[config.mk]
export PLATFORM = sky130hd
export DESIGN_NAME = tlc_pair_top
export DESIGN_NICKNAME = d
export VERILOG_FILES = /design/src/rtl/tlc_pkg.sv /design/src/rtl/tlc_sync.sv /design/src/rtl/tlc_light.sv /design/src/rtl/tlc_arbiter.sv /design/src/rtl/tlc_pair_top.sv
export SDC_FILE = /design/constraint.sdc
export NUM_CORES = 1
export LEC_CHECK = 0
export CAP_MARGIN = 10
export CORE_MARGIN = 3
export CORE_UTILIZATION = 55
export CTS_BUF_LIST = sky130_fd_sc_hd__clkbuf_16
export DETAILED_ROUTE_END_ITERATION = 7
export PLACE_DENSITY = 0.78
export SYNTH_ARGS = -nofsm -noshare
export SYNTH_HDL_FRONTEND = slang
export SYNTH_SLANG_ARGS = --single-unit
[constraint.sdc]
create_clock -name clk -period 3.15 [get_ports clk]
set_clock_uncertainty 0.1 [all_clocks]
set_input_delay 0.4725 -clock clk [delete_from_list [all_inputs] [get_ports clk]]
set_output_delay 0.4725 -clock clk [all_outputs]
set_load 0.02 [all_outputs]
[src/rtl/tlc_pkg.sv]
package tlc_pkg;

    typedef enum logic [1:0] {
        PH_RED    = 2'd0,
        PH_AMB_UP = 2'd1,
        PH_GO     = 2'd2,
        PH_AMB_DN = 2'd3
    } phase_e;

    typedef enum logic [1:0] {
        ARB_FREE  = 2'd0,
        ARB_OWN_A = 2'd1,
        ARB_OWN_B = 2'd2
    } arb_e;

    localparam int NUM_APPROACH = 2;
    localparam int LAMP_W       = 4;

endpackage

[src/rtl/tlc_sync.sv]
module tlc_sync #(
    parameter int W      = 2,
    parameter int STAGES = 2
) (
    input  logic         clk,
    input  logic         rst_n,
    input  logic [W-1:0] din,
    output logic [W-1:0] dout
);
    logic [STAGES-1:0][W-1:0] sh_d, sh_q;

    always_comb begin
        sh_d[0] = din;
        for (int i = 1; i < STAGES; i++) begin
            sh_d[i] = sh_q[i-1];
        end
    end

    always_ff @(posedge clk or negedge rst_n) begin
        if (!rst_n) sh_q <= '0;
        else        sh_q <= sh_d;
    end

    assign dout = sh_q[STAGES-1];
endmodule

[src/rtl/tlc_light.sv]
module tlc_light
    import tlc_pkg::*;
#(
    parameter int RED_MIN_T = 5,
    parameter int Y1_T      = 2,
    parameter int GRN_T     = 20,
    parameter int Y2_T      = 5
) (
    input  logic              clk,
    input  logic              rst_n,
    input  logic              tick_i,
    input  logic              sense_i,
    input  logic              grant_i,
    output logic [LAMP_W-1:0] lamp_o,
    output logic              req_o,
    output logic              rel_o
);
    localparam int MAX_AB = (RED_MIN_T > Y1_T) ? RED_MIN_T : Y1_T;
    localparam int MAX_CD = (GRN_T > Y2_T) ? GRN_T : Y2_T;
    localparam int MAXT   = (MAX_AB > MAX_CD) ? MAX_AB : MAX_CD;
    localparam int CW     = $clog2(MAXT + 1);
    localparam logic [CW-1:0] RED_END = CW'(RED_MIN_T);
    localparam logic [CW-1:0] Y1_END  = CW'(Y1_T - 1);
    localparam logic [CW-1:0] GRN_END = CW'(GRN_T - 1);
    localparam logic [CW-1:0] Y2_END  = CW'(Y2_T - 1);

    typedef struct packed {
        phase_e        ph;
        logic [CW-1:0] cnt;
    } light_t;

    localparam light_t RST = '{ph: PH_RED, cnt: '0};

    light_t d, q;

    always_comb begin
        d     = q;
        req_o = 1'b0;
        rel_o = 1'b0;
        case (q.ph)
            PH_RED: begin
                req_o = sense_i && (q.cnt == RED_END);
                if (grant_i) begin
                    d.ph  = PH_AMB_UP;
                    d.cnt = '0;
                end else if (tick_i && (q.cnt != RED_END)) begin
                    d.cnt = q.cnt + 1'b1;
                end
            end
            PH_AMB_UP: begin
                if (tick_i) begin
                    if (q.cnt == Y1_END) begin
                        d.ph  = PH_GO;
                        d.cnt = '0;
                    end else begin
                        d.cnt = q.cnt + 1'b1;
                    end
                end
            end
            PH_GO: begin
                if (tick_i) begin
                    if (q.cnt == GRN_END) begin
                        d.ph  = PH_AMB_DN;
                        d.cnt = '0;
                    end else begin
                        d.cnt = q.cnt + 1'b1;
                    end
                end
            end
            PH_AMB_DN: begin
                if (tick_i) begin
                    if (q.cnt == Y2_END) begin
                        rel_o = 1'b1;
                        d.ph  = PH_RED;
                        d.cnt = '0;
                    end else begin
                        d.cnt = q.cnt + 1'b1;
                    end
                end
            end
            default: d = RST;
        endcase
    end

    always_ff @(posedge clk or negedge rst_n) begin
        if (!rst_n) q <= RST;
        else        q <= d;
    end

    assign lamp_o = LAMP_W'(1) << q.ph;

    AST_LAMP_ONEHOT: assert property (@(posedge clk) disable iff (!rst_n)
        $onehot(lamp_o));
    AST_ORDER_UP: assert property (@(posedge clk) disable iff (!rst_n)
        (lamp_o == 4'b0010) |=> (lamp_o == 4'b0010 || lamp_o == 4'b0100));
    AST_TIMED_HOLD: assert property (@(posedge clk) disable iff (!rst_n)
        (!lamp_o[0] && !tick_i) |=> $stable(lamp_o));
    AST_RED_HOLD: assert property (@(posedge clk) disable iff (!rst_n)
        (lamp_o[0] && !grant_i) |=> lamp_o[0]);
endmodule

[src/rtl/tlc_arbiter.sv]
module tlc_arbiter
    import tlc_pkg::*;
(
    input  logic clk,
    input  logic rst_n,
    input  logic req_a,
    input  logic req_b,
    input  logic sense_a,
    input  logic rel_a,
    input  logic rel_b,
    output arb_e state_o
);
    arb_e st_d, st_q;

    always_comb begin
        st_d = st_q;
        case (st_q)
            ARB_FREE: begin
                if (req_a)                 st_d = ARB_OWN_A;
                else if (req_b && !sense_a) st_d = ARB_OWN_B;
            end
            ARB_OWN_A: if (rel_a) st_d = ARB_FREE;
            ARB_OWN_B: if (rel_b) st_d = ARB_FREE;
            default:   st_d = ARB_FREE;
        endcase
    end

    always_ff @(posedge clk or negedge rst_n) begin
        if (!rst_n) st_q <= ARB_FREE;
        else        st_q <= st_d;
    end

    assign state_o = st_q;

    AST_ARB_LEGAL: assert property (@(posedge clk) disable iff (!rst_n)
        st_q != 2'd3);
    AST_ARB_HOLD_A: assert property (@(posedge clk) disable iff (!rst_n)
        (st_q == ARB_OWN_A && !rel_a) |=> st_q == ARB_OWN_A);
    AST_ARB_PRIO: assert property (@(posedge clk) disable iff (!rst_n)
        (st_q == ARB_FREE && req_a) |=> st_q == ARB_OWN_A);
endmodule

[src/rtl/tlc_pair_top.sv]
module tlc_pair_top
    import tlc_pkg::*;
#(
    parameter int RED_MIN_T   = 5,
    parameter int Y1_T        = 2,
    parameter int GRN_T       = 20,
    parameter int Y2_T        = 5,
    parameter int SYNC_STAGES = 2
) (
    input  logic       clk,
    input  logic       rst_n,
    input  logic       sec_tick,
    input  logic       approach_a,
    input  logic       approach_b,
    output logic [3:0] lamp_a,
    output logic [3:0] lamp_b,
    output logic [1:0] arb_state
);
    logic [NUM_APPROACH-1:0] sense_raw, sense_s, req, rel, grant;
    logic [LAMP_W-1:0]       lamp [NUM_APPROACH];
    arb_e                    arb;

    assign sense_raw = {approach_b, approach_a};

    tlc_sync #(.W(NUM_APPROACH), .STAGES(SYNC_STAGES)) u_sync (
        .clk  (clk),
        .rst_n(rst_n),
        .din  (sense_raw),
        .dout (sense_s)
    );

    assign grant[0] = (arb == ARB_OWN_A);
    assign grant[1] = (arb == ARB_OWN_B);

    for (genvar g = 0; g < NUM_APPROACH; g++) begin : g_light
        tlc_light #(
            .RED_MIN_T(RED_MIN_T),
            .Y1_T     (Y1_T),
            .GRN_T    (GRN_T),
            .Y2_T     (Y2_T)
        ) u_light (
            .clk    (clk),
            .rst_n  (rst_n),
            .tick_i (sec_tick),
            .sense_i(sense_s[g]),
            .grant_i(grant[g]),
            .lamp_o (lamp[g]),
            .req_o  (req[g]),
            .rel_o  (rel[g])
        );
    end

    tlc_arbiter u_arb (
        .clk    (clk),
        .rst_n  (rst_n),
        .req_a  (req[0]),
        .req_b  (req[1]),
        .sense_a(sense_s[0]),
        .rel_a  (rel[0]),
        .rel_b  (rel[1]),
        .state_o(arb)
    );

    assign lamp_a    = lamp[0];
    assign lamp_b    = lamp[1];
    assign arb_state = arb;

    AST_MUTEX: assert property (@(posedge clk) disable iff (!rst_n)
        lamp_a[0] || lamp_b[0]);
    AST_B_OWNER_A_RED: assert property (@(posedge clk) disable iff (!rst_n)
        (arb_state == 2'd2) |-> lamp_a[0]);
endmodule

==> flow_metrics.py <==
metrics = {
    "outcome": {
        "status": "complete, no violations",
    },
    "route": {
        "drt-initial-drc-count": 53,
        "via_per_inst": 6.345,
        "wl_per_cell_um": 16.32,
        "ant_nets": 0,
        "vias": 1123,
        "drc_errors": 0,
        "wl_um": 2889,
        "drt_first_pass_iters": 4,
    },
    "yosys": {
        "synth_seq_area_share_pct": 37.38,
        "synth.distinct_cells": 43,
        "syn_area_um2": 1339,
        "synthMuxAreaShare_pct": 3.458,
        "synth.avg_cell_area_um2": 9.991,
        "synth_top_family_by_area": "simple AND/OR/NAND/NOR gates",
        "ys_top_cells_by_area": "dfrtp_1 37%, ha_1 14%, inv_1 3.6%, nand3_1 3.4%, nand4bb_1 3.4%",
        "yosys.area.top_type": "dfrtp_1",
        "synth_seq_cells": 20,
        "synth-adder-area-share_pct": 14.02,
        "synthSimpleGateAreaFrac_pct": 21.21,
        "synth_edf_count": 0,
        "ys_async_sr_fraction_pct": 100.0,
        "synth-xor-area-share_pct": 0.6542,
        "synth_compound_area_share_pct": 19.07,
        "synthCells": 134,
        "synth_top_area_share_pct": 37.38,
        "synth_flop_cell": "dfrtp_1",
        "synth-warning-count": 0,
        "syn_nets": 154,
    },
    "floorplanning": {
        "io_pins": 15,
        "placement_rows": 17,
        "die_area_um2": 3062,
        "die_h_um": 55.34,
        "dieWidth_um": 55.34,
        "core_um2": 2255,
        "floorplan.initialDensity_pct": 59.38,
    },
    "power": {
        "p_clk_share_pct": 16.6,
        "power_uw": 1591,
        "comb_power_share_pct": 55.9,
        "p_seq_share_pct": 27.6,
        "switchingPower_uw": 679.2,
        "p_leak_uw": 0.0006926,
        "pwr_density_cell_nw_per_um2": 1006,
        "power.internal_uw": 911.8,
        "switching_share_pct": 42.69,
        "ir_drop_mv": 0.7971,
    },
    "cells_and_area": {
        "diodes": 0,
        "syn_to_final_growth_pct": 18.13,
        "layout_commonest_cell": "dfrtp_1",
        "post-route-cell-area_um2": 1582,
        "post-route-util_pct": 70.14,
        "layout-drive-gt1-share_pct": 6.711,
        "num-fill-cells": 189,
        "most-common-layout-cells": "20 x dfrtp_1, 15 x ha_1, 14 x clkdlybuf4s50_1",
        "fin_nets": 171,
    },
    "min_path": {
        "hp-class": "flop to flop",
        "hp-start": "u_sync.sh_d[2]$_DFF_PN0_",
        "holdPathStages": 0,
        "hold_end": "u_sync.dout[0]$_DFF_PN0_",
    },
    "cts": {
        "cts-resized-gates": 0,
        "cts_tree": "built",
        "cts_setup_buffers": 0,
        "insertion_delay_ns": 0.26,
        "holdBufCountCts": 0,
        "h-tree-depth": 1,
        "cts_sinks": 20,
        "clk_pin_slew_worst_paths_ns": 0.05,
        "clockBufferDepth": 2,
        "cts_root_buf": "clkbuf_16",
        "numCtsBuffers": 3,
    },
    "grt": {
        "gr-total-overflow": 0,
        "grt_antenna_before_repair": 0,
        "grt_pass1_vias": 1077,
        "grt_max_degree": 21,
        "grt_pass1_wl_um": 5237,
        "grt_usage_pct": 21.62,
    },
    "setup_path": {
        "crit_chain": "inv_1 -> ha_1 -> or4b_1 -> a222oi_1 -> nand2b_2 -> mux2_4",
        "worstPathRequired_ns": 3.19,
        "r2r_end": "g_light[0].u_light.q[6]$_DFFE_PN0P_",
        "r2r_start": "g_light[0].u_light.q[1]$_DFFE_PN0P_",
        "worstPathMaxFanout": 5,
        "reg2reg_depth": 6,
        "rrSetupSlack_ns": 0.75,
        "critPathKind": "flop to flop",
        "startpoint_type": "flop",
        "slowest_delay_ns": 0.64,
        "cp_slowest_cell": "a222oi_1",
        "end_kind": "flop",
        "worstPathArrival_ns": 2.45,
    },
    "timing": {
        "whs_ns": 0.2486,
        "maxSlewHeadroom_pct": 40.35,
        "rsz0062_at_grt": "no",
        "drv_slew": 0,
        "min_period_over_period_pct": 76.32,
        "tightest_slew_ns": 0.8919,
        "finalCriticalPeriod_ns": 2.404,
        "fin_tns_setup_ns": 0,
        "max_freq_mhz": 415.9,
        "hold_violations": 0,
        "setup_viol": 0,
    },
    "placement": {
        "io_buffers": 14,
        "place.gp.congestion": 0.7795,
        "dpl-instance-area_um2": 1506,
        "place_hpwl_um": 2088,
    },
    "run": {
        "max-cap-violations": 0,
    },
}
-- worst max path at each step --
stage                                                endpoint                                start  cells past startpoint
after floorplan           g_light[0].u_light.q[6]$_DFFE_PN0P_  g_light[0].u_light.q[1]$_DFFE_PN0P_                      6
final                     g_light[0].u_light.q[6]$_DFFE_PN0P_  g_light[0].u_light.q[1]$_DFFE_PN0P_                      6
after global placement    g_light[0].u_light.q[6]$_DFFE_PN0P_                             sec_tick                      4
after global routing      g_light[0].u_light.q[6]$_DFFE_PN0P_  g_light[0].u_light.q[1]$_DFFE_PN0P_                      6
after detailed placement  g_light[0].u_light.q[6]$_DFFE_PN0P_  g_light[0].u_light.q[1]$_DFFE_PN0P_                      6
after CTS                 g_light[0].u_light.q[6]$_DFFE_PN0P_  g_light[0].u_light.q[1]$_DFFE_PN0P_                      6
-- metal layers --
metal / global-route usage, % / wire (µm)
met1: 31.66 / 1354
met2: 31.08 / 1301
met3: 5.140 / 201
met4: 7.292 / 31
met5: 0 / 0
-- logic make-up (layout without fill, tap and decap cells) --
family	after synthesis	count (layout)
muxes	4	4
adders and majority gates	15	15
AOI/OAI and AO/OA	33	33
buffers and inverters	15	30
and+or+nand+nor	46	46
xor gates and xnor gates	1	1
DFF	20	20
-- synthesized netlist by cell type (2+ instances only) --
library cell  count
a32o_1            2
a21o_1            3
nor3_1            2
o21ai_0           3
nand3_1           9
a21boi_0          2
nand4bb_1         4
a222oi_1          2
inv_1            13
a21oi_1           6
nand2_1          10
nand2b_1          2
or4bb_1           2
clkbuf_1          2
ha_1             15
or4b_1            2
and3_1            3
o221ai_1          2
nor2_1            4
o211ai_1          3
dfrtp_1          20
mux2i_1           2
-- sequential cells by signal, summed over array words and instances, names as in the netlist --
signal,cells
g_light.u_light.q,14
u_arb.state_o,2
u_sync.dout,2
u_sync.sh_d,2
-- per-stage QoR --
step | setup WS, ns | instances
2_1_floorplan | 0.9388 | 134
3_3_place_gp | 0.8133 | 174
3_5_place_dp | 0.7600 | 174
4_1_cts | 0.7477 | 177
5_1_grt | 0.5985 | 177
6_report | 0.7458 | 177
-- critical path: cells and delay by family, from the launching register on --
| family | cells | cell delay, ns |
|---|---|---|
| AO/OA/AOI/OAI | 1 | 0.64 |
| flip-flops | 1 | 0.40 |
| buffers and inverters | 1 | 0.09 |
| adder cells (fa/ha/maj) | 1 | 0.15 |
| AND/OR/NAND/NOR | 2 | 0.59 |
| multiplexers | 1 | 0.32 |
-- final cells by class --
type	instances	area (µm²)	share of cell area [%]
multi-input combinational	99	782.0	49.45
timing repair buffer	14	140.1	8.861
inverter	13	48.80	3.085
sequential	20	500.5	31.65
clock buffer	3	75.07	4.747
tap	28	35.03	2.215
-- power groups by stage --
stage	Clock, µW	Sequential [µW]	Combinational (µW)
4_1_cts	269	437	886
6_report	263	439	889
3_5_place_dp	0	440	880
2_1_floorplan	0	415	638
3_3_place_gp	0	434	848
5_1_grt	279	456	991
No activity file was read; power rests on OpenSTA's default activity.
